<file path="src/rtl/tmr_pkg.sv">
package tmr_pkg;
    typedef enum logic [2:0] {
        CMD_NONE   = 3'd0,
        CMD_RETRIG = 3'd1,
        CMD_STOP   = 3'd2,
        CMD_UPDATE = 3'd3,
        CMD_SNAP   = 3'd4
    } cmd_e;

    localparam int unsigned ADR_CLR    = 4;
    localparam int unsigned ADR_SET    = 5;
    localparam int unsigned ADR_PERBUF = 8;
    localparam int unsigned ADR_CMPBUF = 9;
    localparam int unsigned ADR_SNAP   = 10;
    localparam int unsigned ADR_PERACT = 11;
    localparam int unsigned ADR_CMPACT = 12;
endpackage

</file>
<file path="src/rtl/tmr_ctrl.sv">
module tmr_ctrl
    import tmr_pkg::*;
(
    input  logic       clk,
    input  logic       rst_n,
    input  logic       tick,
    input  logic       set_we,
    input  logic       clr_we,
    input  logic [7:0] wbyte,
    output logic [7:0] ctrl_byte,
    output logic       oneshot,
    output logic       lupd,
    output logic       dir,
    output cmd_e       exec_cmd
);
    typedef struct packed {
        cmd_e       cmd;
        logic [2:0] flg;   // {oneshot, lock, dir}
    } ctrl_t;

    ctrl_t q, d;
    logic [2:0] wcmd;

    always_comb begin
        d        = q;
        wcmd     = wbyte[7:5];
        exec_cmd = (tick && q.cmd != CMD_NONE) ? q.cmd : CMD_NONE;
        if (exec_cmd != CMD_NONE)
            d.cmd = CMD_NONE;
        if (set_we) begin
            d.flg = d.flg | wbyte[2:0];
            if (wcmd != 3'd0 && wcmd <= 3'd4)
                d.cmd = cmd_e'(wcmd);
        end
        if (clr_we)
            d.flg = d.flg & ~wbyte[2:0];
    end

    always_ff @(posedge clk) begin
        if (!rst_n) q <= '{cmd: CMD_NONE, flg: 3'b000};
        else        q <= d;
    end

    assign ctrl_byte = {q.cmd, 2'b00, q.flg};
    assign oneshot   = q.flg[2];
    assign lupd      = q.flg[1];
    assign dir       = q.flg[0];

    AST_CMD_RETIRES: assert property (@(posedge clk) disable iff (!rst_n)
        (exec_cmd != CMD_NONE && !set_we) |=> (q.cmd == CMD_NONE));
    AST_CMD_LEGAL: assert property (@(posedge clk) disable iff (!rst_n)
        (3'(q.cmd) <= 3'd4));
    AST_SET_KEEPS: assert property (@(posedge clk) disable iff (!rst_n)
        (set_we && !clr_we) |=> ((ctrl_byte[2:0] & $past(ctrl_byte[2:0])) == $past(ctrl_byte[2:0])));
endmodule

</file>
<file path="src/rtl/tmr_bufs.sv">
module tmr_bufs #(
    parameter int unsigned W       = 16,
    parameter logic [W-1:0] RST_PER = '1
) (
    input  logic         clk,
    input  logic         rst_n,
    input  logic         per_we,
    input  logic         cmp_we,
    input  logic [W-1:0] wdata,
    input  logic         wrap,
    input  logic         lupd,
    input  logic         force_upd,
    output logic [W-1:0] per_act,
    output logic [W-1:0] cmp_act,
    output logic [W-1:0] per_buf,
    output logic [W-1:0] cmp_buf
);
    typedef struct packed {
        logic [W-1:0] per_b;
        logic [W-1:0] cmp_b;
        logic [W-1:0] per_a;
        logic [W-1:0] cmp_a;
        logic         valid;
    } buf_t;

    buf_t q, d;

    always_comb begin
        d = q;
        if (force_upd || (wrap && q.valid && !lupd)) begin
            d.per_a = q.per_b;
            d.cmp_a = q.cmp_b;
            d.valid = 1'b0;
        end
        if (per_we) begin
            d.per_b = wdata;
            d.valid = 1'b1;
        end
        if (cmp_we) begin
            d.cmp_b = wdata;
            d.valid = 1'b1;
        end
    end

    always_ff @(posedge clk) begin
        if (!rst_n) q <= '{per_b: RST_PER, cmp_b: '0, per_a: RST_PER, cmp_a: '0, valid: 1'b0};
        else        q <= d;
    end

    assign per_act = q.per_a;
    assign cmp_act = q.cmp_a;
    assign per_buf = q.per_b;
    assign cmp_buf = q.cmp_b;

    AST_LOCK_HOLDS: assert property (@(posedge clk) disable iff (!rst_n)
        (wrap && lupd && !force_upd) |=> ($stable(q.per_a) && $stable(q.cmp_a)));
    AST_FORCE_COPIES: assert property (@(posedge clk) disable iff (!rst_n)
        force_upd |=> (q.per_a == $past(q.per_b) && q.cmp_a == $past(q.cmp_b)));
endmodule

</file>
<file path="src/rtl/tmr_core.sv">
module tmr_core
    import tmr_pkg::*;
#(
    parameter int unsigned W = 16
) (
    input  logic         clk,
    input  logic         rst_n,
    input  logic         tick,
    input  logic         dir,
    input  logic         oneshot,
    input  cmd_e         exec_cmd,
    input  logic [W-1:0] per_act,
    output logic [W-1:0] snap,
    output logic         wrap,
    output logic         ovf,
    output logic         unf
);
    typedef struct packed {
        logic [W-1:0] cnt;
        logic [W-1:0] snap;
        logic         run;
        logic         ovf;
        logic         unf;
    } core_t;

    core_t q, d;

    always_comb begin
        d     = q;
        d.ovf = 1'b0;
        d.unf = 1'b0;
        wrap  = 1'b0;
        case (exec_cmd)
            CMD_RETRIG: begin
                d.cnt = dir ? per_act : '0;
                d.run = 1'b1;
            end
            CMD_STOP: d.run  = 1'b0;
            CMD_SNAP: d.snap = q.cnt;
            default: ;
        endcase
        if (tick && exec_cmd == CMD_NONE && q.run) begin
            if (!dir) begin
                if (q.cnt == per_act) begin
                    d.cnt = '0;
                    d.ovf = 1'b1;
                    wrap  = 1'b1;
                end else begin
                    d.cnt = q.cnt + 1'b1;
                end
            end else begin
                if (q.cnt == '0) begin
                    d.cnt = per_act;
                    d.unf = 1'b1;
                    wrap  = 1'b1;
                end else begin
                    d.cnt = q.cnt - 1'b1;
                end
            end
            if (wrap && oneshot)
                d.run = 1'b0;
        end
    end

    always_ff @(posedge clk) begin
        if (!rst_n) q <= '{cnt: '0, snap: '0, run: 1'b0, ovf: 1'b0, unf: 1'b0};
        else        q <= d;
    end

    assign snap = q.snap;
    assign ovf  = q.ovf;
    assign unf  = q.unf;

    AST_PULSE_EXCL: assert property (@(posedge clk) disable iff (!rst_n)
        !(q.ovf && q.unf));
    AST_ONESHOT_HALT: assert property (@(posedge clk) disable iff (!rst_n)
        (wrap && oneshot) |=> !q.run);
    AST_STOP_HOLDS: assert property (@(posedge clk) disable iff (!rst_n)
        (!q.run && exec_cmd != CMD_RETRIG) |=> $stable(q.cnt));
    AST_SNAP_ONLY_CMD: assert property (@(posedge clk) disable iff (!rst_n)
        (exec_cmd != CMD_SNAP) |=> $stable(q.snap));
endmodule

</file>
<file path="src/rtl/tmr_cmd_counter.sv">
module tmr_cmd_counter
    import tmr_pkg::*;
#(
    parameter int unsigned  W       = 16,
    parameter int unsigned  AW      = 4,
    parameter logic [W-1:0] RST_PER = '1
) (
    input  logic          clk,
    input  logic          rst_n,
    input  logic          tick,
    input  logic [AW-1:0] addr,
    input  logic [W-1:0]  wdata,
    input  logic          wr_en,
    output logic [W-1:0]  rdata,
    output logic          ovf_pulse,
    output logic          unf_pulse
);
    localparam logic [AW-1:0] A_CLR    = AW'(ADR_CLR);
    localparam logic [AW-1:0] A_SET    = AW'(ADR_SET);
    localparam logic [AW-1:0] A_PERBUF = AW'(ADR_PERBUF);
    localparam logic [AW-1:0] A_CMPBUF = AW'(ADR_CMPBUF);
    localparam logic [AW-1:0] A_SNAP   = AW'(ADR_SNAP);
    localparam logic [AW-1:0] A_PERACT = AW'(ADR_PERACT);
    localparam logic [AW-1:0] A_CMPACT = AW'(ADR_CMPACT);

    logic [7:0]   ctrl_byte;
    logic         oneshot, lupd, dir, wrap;
    cmd_e         exec_cmd;
    logic [W-1:0] per_act, cmp_act, per_buf, cmp_buf, snap;

    tmr_ctrl u_ctrl (
        .clk       (clk),
        .rst_n     (rst_n),
        .tick      (tick),
        .set_we    (wr_en && addr == A_SET),
        .clr_we    (wr_en && addr == A_CLR),
        .wbyte     (wdata[7:0]),
        .ctrl_byte (ctrl_byte),
        .oneshot   (oneshot),
        .lupd      (lupd),
        .dir       (dir),
        .exec_cmd  (exec_cmd)
    );

    tmr_bufs #(.W(W), .RST_PER(RST_PER)) u_bufs (
        .clk       (clk),
        .rst_n     (rst_n),
        .per_we    (wr_en && addr == A_PERBUF),
        .cmp_we    (wr_en && addr == A_CMPBUF),
        .wdata     (wdata),
        .wrap      (wrap),
        .lupd      (lupd),
        .force_upd (exec_cmd == CMD_UPDATE),
        .per_act   (per_act),
        .cmp_act   (cmp_act),
        .per_buf   (per_buf),
        .cmp_buf   (cmp_buf)
    );

    tmr_core #(.W(W)) u_core (
        .clk      (clk),
        .rst_n    (rst_n),
        .tick     (tick),
        .dir      (dir),
        .oneshot  (oneshot),
        .exec_cmd (exec_cmd),
        .per_act  (per_act),
        .snap     (snap),
        .wrap     (wrap),
        .ovf      (ovf_pulse),
        .unf      (unf_pulse)
    );

    always_comb begin
        case (addr)
            A_CLR, A_SET: rdata = {{(W-8){1'b0}}, ctrl_byte};
            A_PERBUF:     rdata = per_buf;
            A_CMPBUF:     rdata = cmp_buf;
            A_SNAP:       rdata = snap;
            A_PERACT:     rdata = per_act;
            A_CMPACT:     rdata = cmp_act;
            default:      rdata = '0;
        endcase
    end
endmodule

</file>
<file path="config.mk">
export PLATFORM = sky130hd
export DESIGN_NAME = tmr_cmd_counter
export DESIGN_NICKNAME = d
export VERILOG_FILES = /design/src/rtl/tmr_pkg.sv /design/src/rtl/tmr_ctrl.sv /design/src/rtl/tmr_bufs.sv /design/src/rtl/tmr_core.sv /design/src/rtl/tmr_cmd_counter.sv
export SDC_FILE = /design/constraint.sdc
export NUM_CORES = 1
export LEC_CHECK = 0
export BUFFER_PORTS_ARGS = -buffer_cell sky130_fd_sc_hd__buf_2
export CAP_MARGIN = 20
export CORE_ASPECT_RATIO = 0.9
export CORE_MARGIN = 2
export CORE_UTILIZATION = 40
export DETAILED_ROUTE_END_ITERATION = 8
export HOLD_SLACK_MARGIN = 0.12
export PLACE_DENSITY = 0.54
export SYNTH_ARGS = -nofsm -noshare
export SYNTH_HDL_FRONTEND = slang
export SYNTH_SLANG_ARGS = --single-unit
export TNS_END_PERCENT = 30
</file>
<file path="constraint.sdc">
create_clock -name clk -period 4.9 [get_ports clk]
set_clock_uncertainty 0.2 [all_clocks]
set_input_delay 0.735 -clock clk [delete_from_list [all_inputs] [get_ports clk]]
set_output_delay 0.735 -clock clk [all_outputs]
set_load 0.02 [all_outputs]
</file>
* Yosys cells after proc, flatten, opt, wreduce, memory -nomap -nowiden *
Cells that the tools add are included.

word-level totals
  bits of input ports = 24
  flip-flop bits (word level) = 106
  word-level logic and storage cells = 80

operators by class
  bitwise gates (word level) = 5
  mux-type cells = 25
  order comparisons = 1
  equality and inequality tests = 12
  add/subtract/negate cells = 2
  reductions and logical operators = 23

operator list
  kind                                                    number
  2-to-1 mux 16 bit                                       6
  case mux 16 bit (6 select lines)                        1
  == test 4 bit (second input constant)                   5
  adder 16 x 1 -> 16 bit (second input constant)          1
  == test 16 bit                                          1
  logical NOT 16 bit                                      1
  subtractor 16 x 1 -> 16 bit (second input constant)     1
  2-to-1 mux 3 bit                                        5
  nonzero test 3 bit                                      4
  logical AND 1 bit                                       11
  2-to-1 mux 1 bit                                        11
  == test 4 x 3 -> 1 bit (second input constant)          2
  == test 3 x 2 -> 1 bit (second input constant)          2
  2-to-1 mux 6 bit                                        1
  bitwise AND 3 bit                                       1
  == test 3 x 1 -> 1 bit (second input constant)          1
  == test 3 bit (second input constant)                   1
  less-or-equal comparator 3 bit (second input constant)  1
  logical NOT 3 bit                                       1
  inverter 3 bit                                          1
  bitwise OR 3 bit                                        1
  AND reduction 3 bit                                     1
  OR reduction 3 bit                                      1
  inverter 1 bit                                          2
  other kinds (5)                                         5

* Depth between registers and ports, before layout *
Gate-level depths: netlist of run 1.

  depth after elaboration = 14
  depth in mapped cells = 9
  mapped depth without buffers = 7

* Cells and area by module *
A second synthesis of run 1 with hierarchy kept.

unflattened totals
  cell total of the unflattened synthesis = 820
  area, all modules = 7021.7 µm²

modules (own cells, without submodules)
  module           times used  area an instance (µm²)  cells an instance  seq. area each (µm²)
  tmr_bufs         1           3064.2                  311                1301.2
  tmr_core         1           2830.2                  384                700.7
  tmr_cmd_counter  1           797.0                   81                 0.0
  tmr_ctrl         1           330.3                   44                 120.1

* Worst setup path before layout of run 1 *
Ideal clock, no wire load.

  kind = input-to-output
  from = input port addr[2]
  to = output port rdata[0]
  buffers on the path = 1
  data arrival time = 2031 ps
  required time = 3965 ps
  path slack = 1934 ps
  stages on the path = 5
  path through = nand2b_1 > nor3_1 > clkbuf_1 > a22oi_1 > nand3_1

between the ends
  cells in the longest elaborated chain, start to end = 3
  elaborated cells between the ends (all ways) = 9
  those cells by class = eq/ne: 7; mux: 1; reduce/logical: 1

ends and longest elaborated chain
  what                                line                   text
  start: declaration                  tmr_cmd_counter.sv:11  input logic [AW-1:0] addr,
  == test 4 x 3 -> 1 bit              tmr_cmd_counter.sv:75  case (addr)
  OR reduction 2 bit                  tmr_cmd_counter.sv:75
  case mux 16 bit (6 select lines) *  tmr_cmd_counter.sv:75
  end: declaration                    tmr_cmd_counter.sv:14  output logic [W-1:0] rdata,

Mark *: on every way between the ends. The rest lies on a longest branch, timed or not.

* Worst setup path in the final report of run 1 *
  from = input port addr[1]
  to = output port rdata[7]

The elaborated chain is that of the path after synthesis.

==> reports/results.txt, run 1 <==
Vias in the first global route: 5246
Final Critical Period: 3153 ps
Register area share after synthesis: 36.93%
Crit-path max FO: 7
WP data required: 3960 ps
R2r setup slk: 2090 ps
Antenna Violating Nets Remaining: 0
DRT iter0 DRCs: 584
First-pass GRT wire length: 29590 um
Syn Inst Count: 741
Worst skew pair latency: 370 ps
CTS tree: done
IO Count: 42
Worst min-delay path class: flop to flop
Total track usage: 24.84%
Slew Limit Fails: 0
Die area: 0.01534 mm2
Leakage power total: 2.509 nW
Die height: 117.7 um
DR DRC count: 0
Hold path depth: 2
Maximum root-to-sink buffer count: 2
Routability cong.: 0.9200
CTS clk-pin slew, worst paths: 70 ps
Post-synthesis async set-or-reset flop share: 0%
GR peak layer: met2
Setup crit start kind: primary input
Mean Syn Cell Area: 7.754 um2
DIE WIDTH: 130.3 um
Setup violators final: 0
Pwr/cell area: 272.4 mW/mm2
Min-delay src: u_bufs.cmp_act[12]$_SDFFE_PN0P_
Initial antenna violation count: 0
Synthesis Warnings: 0
Syn Nets: 768
CTS Hold Bufs: 0
Congestion Overflow GR: 0
Share of layout cells above drive strength 1: 10.98%
M2 GR Usage: 36.49%
Post_cts resized: 0
Final Cycle Share: 64.35%
Vias/cell: 5.934
CTS Buf Count: 9
F_max: 317.1 MHz
Effective utilization at floorplan: 41.03%
Commonest cells after routing, fill and taps aside: nand2_1, dfxtp_1, nor2_1
Post-synth EDFFs: 0
Drt pass-1 iters: 5
FF+latch count, synth: 106
Final WL: 18550 um
Setup TNS Final: 0 ps
Worst r2r dst: u_core.q[23]$_SDFFE_PN0P_
Pre-CTS setup slack: 1722 ps
Max cap viols: 0
Most used DFF post-synth: dfxtp_1
Via count: 5578
Outcome: complete, no violations
Largest net degree at the start of global routing: 66
Worst setup margin: 1747 ps
Fin nets: 769
Met1 Track Usage GR: 36.47%
ANT cells: 0
CP Class: primary input to primary output
Area Overhead vs Synth: 9.821%
Clock sinks: 106
Data arrival time of the worst path: 2220 ps
RSZ-0062 raised after global routing: no
Hold Path Sink: u_bufs.cmp_act[12]$_SDFFE_PN0P_
Hpwl dp: 12240 um
Met3 usage: 5.136%
Crit path capture type: primary output
Synthesized area: 0.005746 mm2
R2R depth: 7
Commonest non-fill, non-tap cell in the layout: nand2_1
Netlist cell types: 66
Final Hold Fails: 0
Post-CTS Setup Repair Bufs: 0
DR WL/cell: 19.74 um
Design Power: 1.719 mW
Core ar.: 0.01400 mm2
Peak supply drop: 0.0001741 V
H-Tree Level Count: 3
Port Buffer Count: 41
Worst r2r src: u_core.q[19]$_SDFFE_PN0P_
Max_slew headroom: 29.74%
Worst Tran Pin Value: 1053 ps
Rows: 41
Root buffer cell: clkbuf_16
## per-stage QoR
step	instance area, um2	cells	hold slack, ps	util [%]
4_1_cts	6310	940	265.6	45.05
6_report	6310	940	265.2	45.05
3_3_place_gp	6010	923	244.0	42.91
5_1_grt	6310	940	281.6	45.05
3_5_place_dp	6021	924	253.4	42.99
2_1_floorplan	5746	741	235.4	-
## state kept, by name, indices dropped and copies added (netlist names), named ones only
register	cells
u_core.snap	16
u_bufs.per_act	16
u_bufs.per_buf	16
u_core.ovf	1
u_core.unf	1
u_core.q	17
u_bufs.cmp_buf	16
u_ctrl.ctrl_byte	3
u_bufs.q	1
u_bufs.cmp_act	16
## kinds of logic after synthesis
| kind of cell | share of synthesized area, % |
|---|---|
| muxes | 6.119 |
| buffers and inverters | 5.466 |
| adders and majority gates | 0.6534 |
| DFF | 36.93 |
| xor gates and xnor gates | 5.183 |
| AOI/OAI and AO/OA | 19.53 |
| and+or+nand+nor | 26.11 |
## worst max-delay path, cell delays in order
cell and delay [ps]:
buf_2 140, nor3b_1 800, a22oi_1 210, nand3_1 150, buf_2 180
## metal layers
metal	vias up	share of wire [%]
met5	-	0
met4	0	2.1
met3	38	6.5
met2	193	44
met1	2701	47
li1	2646	-
## how the worst max path moves through the flow
stage | startpoint | endpoint | slack [ps] | cells after the start
finish | addr[1] | rdata[7] | 1750 | 5
detailed placement | tick | u_core.q[21]$_SDFFE_PN0P_ | 1720 | 6
global route | addr[1] | rdata[6] | 1630 | 5
floorplan | addr[2] | rdata[0] | 1930 | 5
global placement | addr[2] | rdata[7] | 1470 | 6
CTS | addr[1] | rdata[7] | 1750 | 5
## report_power, final
group	total, mW	switching, mW	internal [mW]
Clock	0.729	0.374	0.355
Sequential	0.874	0.00719	0.866
Combinational	0.116	0.0798	0.0362
Total	1.72	0.461	1.26
## cell usage after synthesis (all sizes together) (9+ instances only)
master	count	area (um2)
a222oi	10	100.1
nand2	165	619.3
nand4	11	68.82
a211oi	9	67.56
buf	15	103.9
nor2	52	195.2
xor2	20	175.2
nand3	31	155.2
o21ai	30	150.1
inv	10	37.53
nor3	13	65.06
dfxtp	106	2122
nor4	16	106.4
xnor2	14	122.6
a22oi	28	210.2
mux2i	34	340.3
a21oi	51	255.2
clkbuf	46	172.7
## area by class of cell
type / instances / area (um2)
Fill cell: 1405 / 7695
Multi-Input combinational cell: 564 / 3336
Sequential cell: 106 / 2122
Timing Repair Buffer: 51 / 284.0
Tap cell: 193 / 241.5
Clock buffer: 9 / 225.2
Clock inverter: 7 / 63.81
Inverter: 10 / 37.54
Power figures use the tool's default switching activity.
==> run 2, diff against run 1 <==
Settings changed: ABC_AREA set to 1, PLACE_DENSITY 0.54 to 0.56.
Clock period 4.9 ns to 2.64 ns, I/O delays scaled along.
==> reports/results.txt, run 2 <==
Crit-path max FO: 13 (was 7)
Cell family with most CP delay: buffers and inverters (was simple AND/OR/NAND/NOR gates)
CTS tree: done (unchanged)
Max reg flops: 17 (unchanged)
Leakage power total: 3.292 nW (was 2.509 nW)
Largest register by flop count: u_core.q (unchanged)
Commonest cells after routing, fill and taps aside: nand2_1, dfxtp_1, nor2_1 (unchanged)
Setup crit start kind: primary input (unchanged)
Congestion Overflow GR: 0 (unchanged)
Root buffer cell: clkbuf_16 (unchanged)
Reg area: 0.002122 mm2 (unchanged)
Worst min-delay path class: primary input to flop (was flop to flop)
Routability cong.: 0.9093 (was 0.9200)
CP max stage delay: 300 ps (was 800 ps)
Mean Syn Cell Area: 6.489 um2 (was 7.754 um2)
Final Cell Area: 0.006748 mm2 (was 0.006310 mm2)
DRT iter0 DRCs: 730 (was 584)
Post-synth top area share: 36.25% (was 36.93%)
Total track usage: 25.10% (was 24.84%)
Vias in the first global route: 5586 (was 5246)
Vias/cell: 5.377 (was 5.934)
Peak supply drop: 0.0003101 V (was 0.0001741 V)
Post-synthesis async set-or-reset flop share: 0% (unchanged)
Synthesized area: 0.005853 mm2 (was 0.005746 mm2)
Core ar.: 0.01416 mm2 (was 0.01400 mm2)
Netlist cell types: 35 (was 66)
Dpl cell area: 0.006332 mm2 (was 0.006021 mm2)
DR WL/cell: 16.79 um (was 19.74 um)
Share of layout cells above drive strength 1: 11.76% (was 10.98%)
Worst Tran Pin Value: 585.2 ps (was 1053 ps)
Outcome: complete, no violations (unchanged)
Crit path capture type: primary output (unchanged)
CTS clk-pin slew, worst paths: 70 ps (about the same)
Hpwl dp: 13870 um (was 12240 um)
Most common cell in the netlist: nand2_1 (unchanged)
Largest net degree at the start of global routing: 58 (was 66)
Slew Limit Fails: 0 (unchanged)
Commonest non-fill, non-tap cell in the layout: nand2_1 (unchanged)
Maximum root-to-sink buffer count: 2 (unchanged)
ANT cells: 0 (unchanged)
Most used DFF post-synth: dfxtp_1 (unchanged)
Max cap viols: 0 (unchanged)
Post-synth EDFFs: 0 (unchanged)
Drt pass-1 iters: 5 (unchanged)
Final Hold Fails: 0 (unchanged)
Area Overhead vs Synth: 15.28% (was 9.821%)
Syn Inst Count: 902 (was 741)
Pwr/cell area: 475.4 mW/mm2 (was 272.4 mW/mm2)
Setup TNS Final: 0 ps (unchanged)
Fin nets: 974 (was 769)
Crit path depth: 10 (was 5)
H-Tree Level Count: 3 (unchanged)
Most instantiated cells after synthesis: nand2_1, dfxtp_1, nor2_1, nand3_1, o21ai_0 (was nand2_1, dfxtp_1, nor2_1, a21oi_1, clkbuf_1)
Synthesis Warnings: 0 (unchanged)
Final WL: 19220 um (was 18550 um)
Worst skew pair latency: 360 ps (was 370 ps)
RSZ-0062 raised after global routing: no (unchanged)
First-pass GRT wire length: 30970 um (was 29590 um)
Most common cell on crit path: inv_1 (was buf_2)
Port Buffer Count: 41 (unchanged)
Max_slew headroom: 60.94% (was 29.74%)
Die area: 0.01562 mm2 (was 0.01534 mm2)
Final Cycle Share: 92.55%
WP data required: 2040 ps (was 3960 ps)
Via count: 6157 (was 5578)
Slowest cell on crit path: inv_1 (was nor3b_1)
IO Count: 42 (unchanged)
DIE WIDTH: 131.5 um (was 130.3 um)
DR DRC count: 0 (unchanged)
Initial antenna violation count: 0 (unchanged)
Syn Nets: 929 (was 768)
Area leader, netlist: dfxtp_1 (unchanged)
Final Critical Period: 2443 ps
Antenna Violating Nets Remaining: 0 (unchanged)
Crit path buf inv count: 5 (was 2)
Area of the multi-input gates: 0.003161 mm2 (was 0.003336 mm2)
Die height: 118.8 um (was 117.7 um)
Main area contributors after synthesis: dfxtp_1, nand2_1, nand3_1 (was dfxtp_1, nand2_1, mux2i_1)
Fill cell count: 1514 (was 1405)
FF+latch count, synth: 106 (unchanged)
R2R depth: 12 (was 7)
Post-CTS Setup Repair Bufs: 0 (unchanged)
Rows: 41 (unchanged)
Hold path depth: 3 (was 2)
CTS Buf Count: 9 (unchanged)
CP Class: primary input to primary output (unchanged)
F_max: 409.3 MHz
Post_cts resized: 0 (unchanged)
Effective utilization at floorplan: 41.34% (was 41.03%)
Crit-path cells: buf_2 -> inv_1 -> nor2_1 -> inv_1 -> nor3_1 -> inv_1 -> o22ai_1 -> a221oi_1 -> nand2_1 -> buf_2 (was buf_2 -> nor3b_1 -> a22oi_1 -> nand3_1 -> buf_2)
Clock sinks: 106 (unchanged)
Register area share after synthesis: 36.25% (was 36.93%)
Setup violators final: 0 (unchanged)
Data arrival time of the worst path: 1850 ps (was 2220 ps)
-- run 2: cell types whose count changed after synthesis, moves of 27 or more --
| cell | before | now |
|---|---|---|
| a22oi_1 | 28 | 1 |
| o21ai_0 | 29 | 73 |
| nor2_1 | 52 | 98 |
| mux2i_1 | 34 | 0 |
| nand2_1 | 165 | 240 |
| inv_1 | 9 | 69 |
| nand3_1 | 31 | 91 |
-- run 2: kinds of logic after synthesis --
group                      share of synthesized area [%]
adders and majority gates                         0.6414
and+or+nand+nor                                    32.06
xor gates and xnor gates                           2.843
buffers and inverters                              10.00
AOI/OAI and AO/OA                                  18.19
DFF                                                36.25
-- run 2: timing repair --
action                                 CTS  global route
setup endpoints to repair                0             0
endpoints found under the hold margin   23             0
hold buffers                            13             0
-- run 2: layout make-up --
type	instances	share of cell area, %
Clock buffer	10	3.393
Clock inverter	6	0.8344
Inverter	84	4.673
Multi-Input combinational cell	657	46.84
Sequential cell	106	31.45
Tap cell	193	3.579
Timing Repair Buffer	89	9.234
-- run 2: path summary, 6_finish.rpt --
| path | from | end | slack (ps) |
|---|---|---|---|
| max | addr[3] | rdata[4] | 200 |
| min | wdata[7] | u_bufs.per_buf[7]$_SDFFE_PN1P_ | 150 |
| max reg2reg | u_core.q[31]$_SDFFE_PN0P_ | u_bufs.per_act[15]$_SDFFE_PN1P_ | 370 |
| min reg2reg | u_bufs.per_buf[8]$_SDFFE_PN1P_ | u_bufs.per_act[8]$_SDFFE_PN1P_ | 300 |
-- run 2: worst min-delay path: stages --
cell and delay, ps:
buf_2 160, nand2_1 70, nand3_1 60
-- run 2: report_power, final --
group / total (mW) / switching [mW] / internal, mW
registers: 1.63 / 0.0146 / 1.61
clock network: 1.35 / 0.685 / 0.664
logic: 0.233 / 0.154 / 0.0795
total: 3.21 / 0.853 / 2.35
-- run 2: metal layers --
layer | vias up | routed length (um) | track usage (%)
met4 | 0 | 244 | 6.658
met2 | 206 | 7952 | 35.83
met3 | 20 | 1093 | 3.561
li1 | 3075 | - | -
met1 | 2856 | 9930 | 38.92
met5 | - | 0 | 0
-- run 2: metrics by stage --
step           total power [mW]  utilization, %  setup WS, ps  cells  hold WS, ps
2_1_floorplan             1.788               -         410.8    902        249.1
3_3_place_gp              1.878           44.72         245.6   1116        270.7
3_5_place_dp              1.878           44.72         227.5   1116        281.0
4_1_cts                   3.239           47.66         218.9   1145        139.4
5_1_grt                   3.308           47.66         39.16   1145        164.3
6_report                  3.208           47.66         196.8   1145        153.8
==> run 3, diff against run 2 <==
Settings changed: RECOVER_POWER set to 100.
==> reports/results.txt, run 3 (synthesized netlist as in run 2, its figures left out) <==
Outcome: complete, no violations (unchanged)
Routability cong.: 0.9093 (unchanged)
DIE WIDTH: 131.5 um (unchanged)
Final WL: 19090 um (was 19220 um)
Cell family with most CP delay: buffers and inverters (unchanged)
RSZ-0062 raised after global routing: no (unchanged)
Worst r2r src: u_core.q[20]$_SDFFE_PN0P_ (was u_core.q[31]$_SDFFE_PN0P_)
Hpwl dp: 13870 um (unchanged)
Die height: 118.8 um (unchanged)
CTS Buf Count: 9 (unchanged)
Total track usage: 25.10% (unchanged)
Hold Path Sink: u_bufs.per_buf[7]$_SDFFE_PN1P_ (unchanged)
Largest net degree at the start of global routing: 58 (unchanged)
CP Class: primary input to primary output (unchanged)
Antenna Violating Nets Remaining: 0 (unchanged)
First-pass GRT wire length: 30970 um (unchanged)
Pre-CTS setup slack: 227.5 ps (unchanged)
Commonest non-fill, non-tap cell in the layout: nand2_1 (unchanged)
Die area: 0.01562 mm2 (unchanged)
Worst Tran Pin Value: 1210 ps (was 585.2 ps)
Worst hold slack: 147.8 ps (was 153.8 ps)
Setup violators final: 0 (unchanged)
Final Cycle Share: 93.84% (was 92.55%)
Rows: 41 (unchanged)
DR DRC count: 0 (unchanged)
CP max stage delay: 300 ps (about the same)
Worst min-delay path class: primary input to flop (unchanged)
Initial antenna violation count: 0 (unchanged)
Final Critical Period: 2477 ps (was 2443 ps)
Post-CTS Setup Repair Bufs: 0 (unchanged)
Crit path capture type: primary output (unchanged)
Vias/cell: 5.327 (was 5.377)
Fin nets: 974 (unchanged)
ANT cells: 0 (unchanged)
Setup TNS Final: 0 ps (unchanged)
Drt pass-1 iters: 5 (unchanged)
Dpl cell area: 0.006332 mm2 (unchanged)
Data arrival time of the worst path: 1880 ps (was 1850 ps)
Congestion Overflow GR: 0 (unchanged)
Design Power: 3.201 mW (was 3.208 mW)
Core ar.: 0.01416 mm2 (unchanged)
Post_cts resized: 0 (unchanged)
Most common cell on crit path: inv_1 (unchanged)
Max_slew headroom: 19.31% (was 60.94%)
Slew Limit Fails: 0 (unchanged)
DRT iter0 DRCs: 709 (was 730)
Area Overhead vs Synth: 14.17% (was 15.28%)
Max reg flops: 17 (unchanged)
Worst setup margin: 162.5 ps (was 196.8 ps)
Min-delay src: wdata[7] (unchanged)
Crit-path max FO: 13 (unchanged)
Commonest cells after routing, fill and taps aside: nand2_1, dfxtp_1, nor2_1 (unchanged)
R2R depth: 12 (unchanged)
DR WL/cell: 16.67 um (was 16.79 um)
Worst r2r dst: u_core.q[25]$_SDFFE_PN0P_ (was u_bufs.per_act[15]$_SDFFE_PN1P_)
Port Buffer Count: 41 (unchanged)
Vias in the first global route: 5586 (unchanged)
Worst skew pair latency: 360 ps (about the same)
Crit path depth: 9 (was 10)
Setup crit start kind: primary input (unchanged)
Effective utilization at floorplan: 41.34% (unchanged)
Max cap viols: 0 (unchanged)
Fill cell count: 1534 (was 1514)
Peak supply drop: 0.0003095 V (was 0.0003101 V)
R2r setup slk: 290 ps (was 370 ps)
Crit-path cells: buf_2 -> nor2_1 -> inv_1 -> nor3_1 -> inv_1 -> o22ai_1 -> a221oi_1 -> nand2_1 -> clkbuf_1 (was buf_2 -> inv_1 -> nor2_1 -> inv_1 -> nor3_1 -> inv_1 -> o22ai_1 -> a221oi_1 -> nand2_1 -> buf_2)
F_max: 403.6 MHz (was 409.3 MHz)
CTS tree: done (unchanged)
Maximum root-to-sink buffer count: 2 (unchanged)
H-Tree Level Count: 3 (unchanged)
Final Cell Area: 0.006683 mm2 (was 0.006748 mm2)
Root buffer cell: clkbuf_16 (unchanged)
Clock sinks: 106 (unchanged)
Hold path depth: 3 (unchanged)
Crit path buf inv count: 4 (was 5)
Slowest cell on crit path: inv_1 (unchanged)
Final Hold Fails: 0 (unchanged)
Pwr/cell area: 479.0 mW/mm2 (was 475.4 mW/mm2)
Share of layout cells above drive strength 1: 9.454% (was 11.76%)
Via count: 6099 (was 6157)
Leakage power total: 3.213 nW (was 3.292 nW)
IO Count: 42 (unchanged)
WP data required: 2040 ps (about the same)
CTS clk-pin slew, worst paths: 70 ps (about the same)
Largest register by flop count: u_core.q (unchanged)
==> run 3: what timing repair did <==
action                                  4_1_cts  5_1_grt
hold endpoints to repair                     23        0
hold buffers                                 13        0
endpoints found under the setup margin        0        0
==> run 3: area by class of cell <==
| cell class | count | area [um2] | share of cell area, % |
|---|---|---|---|
| Timing Repair Buffer | 89 | 576.8 | 8.631 |
| Inverter | 84 | 315.3 | 4.718 |
| Clock buffer | 10 | 229.0 | 3.426 |
| Tap cell | 193 | 241.5 | 3.614 |
| Clock inverter | 6 | 56.30 | 0.8425 |
| Sequential cell | 106 | 2122 | 31.75 |
| Multi-Input combinational cell | 657 | 3142 | 47.01 |
==> run 3: how the worst max path moves through the flow <==
stage / startpoint / endpoint / slack (ps)
CTS: addr[3] / rdata[3] / 220
detailed placement: addr[3] / rdata[9] / 230
global route: addr[3] / rdata[10] / 40
floorplan: addr[3] / rdata[0] / 410
finish: addr[2] / rdata[10] / 160
global placement: addr[3] / rdata[9] / 250
==> run 3: metal layers <==
metal	wire length, um	track usage (%)	up-vias
li1	-	-	3077
met1	9845	38.92	2799
met2	7846	35.83	206
met3	1150	3.561	17
met4	246	6.658	0
met5	0	0	-
==> run 3: worst register-to-register path, stage by stage, from the launching register on <==
cell,delay (ps)
dfxtp_1,350
inv_1,190
ha_1,200
nand3_1,80
nor2_1,120
nand2_1,100
nand2_1,140
clkbuf_2,350
o21ai_0,140
o21ai_0,90
o21ai_0,100
a21oi_1,130
nor2_1,50
==> run 3: through the flow <==
step                utilization, %  instances
global placement             44.72       1116
finish                       47.20       1145
global route                 47.20       1145
floorplan                        -        902
CTS                          47.66       1145
detailed placement           44.72       1116
==> run 3: power by group <==
part           internal, mW  switching, mW  leakage (nW)
sequential             1.61         0.0144         0.856
clock                 0.664          0.683         0.138
combinational        0.0762          0.152          2.22
total                  2.35          0.849          3.21
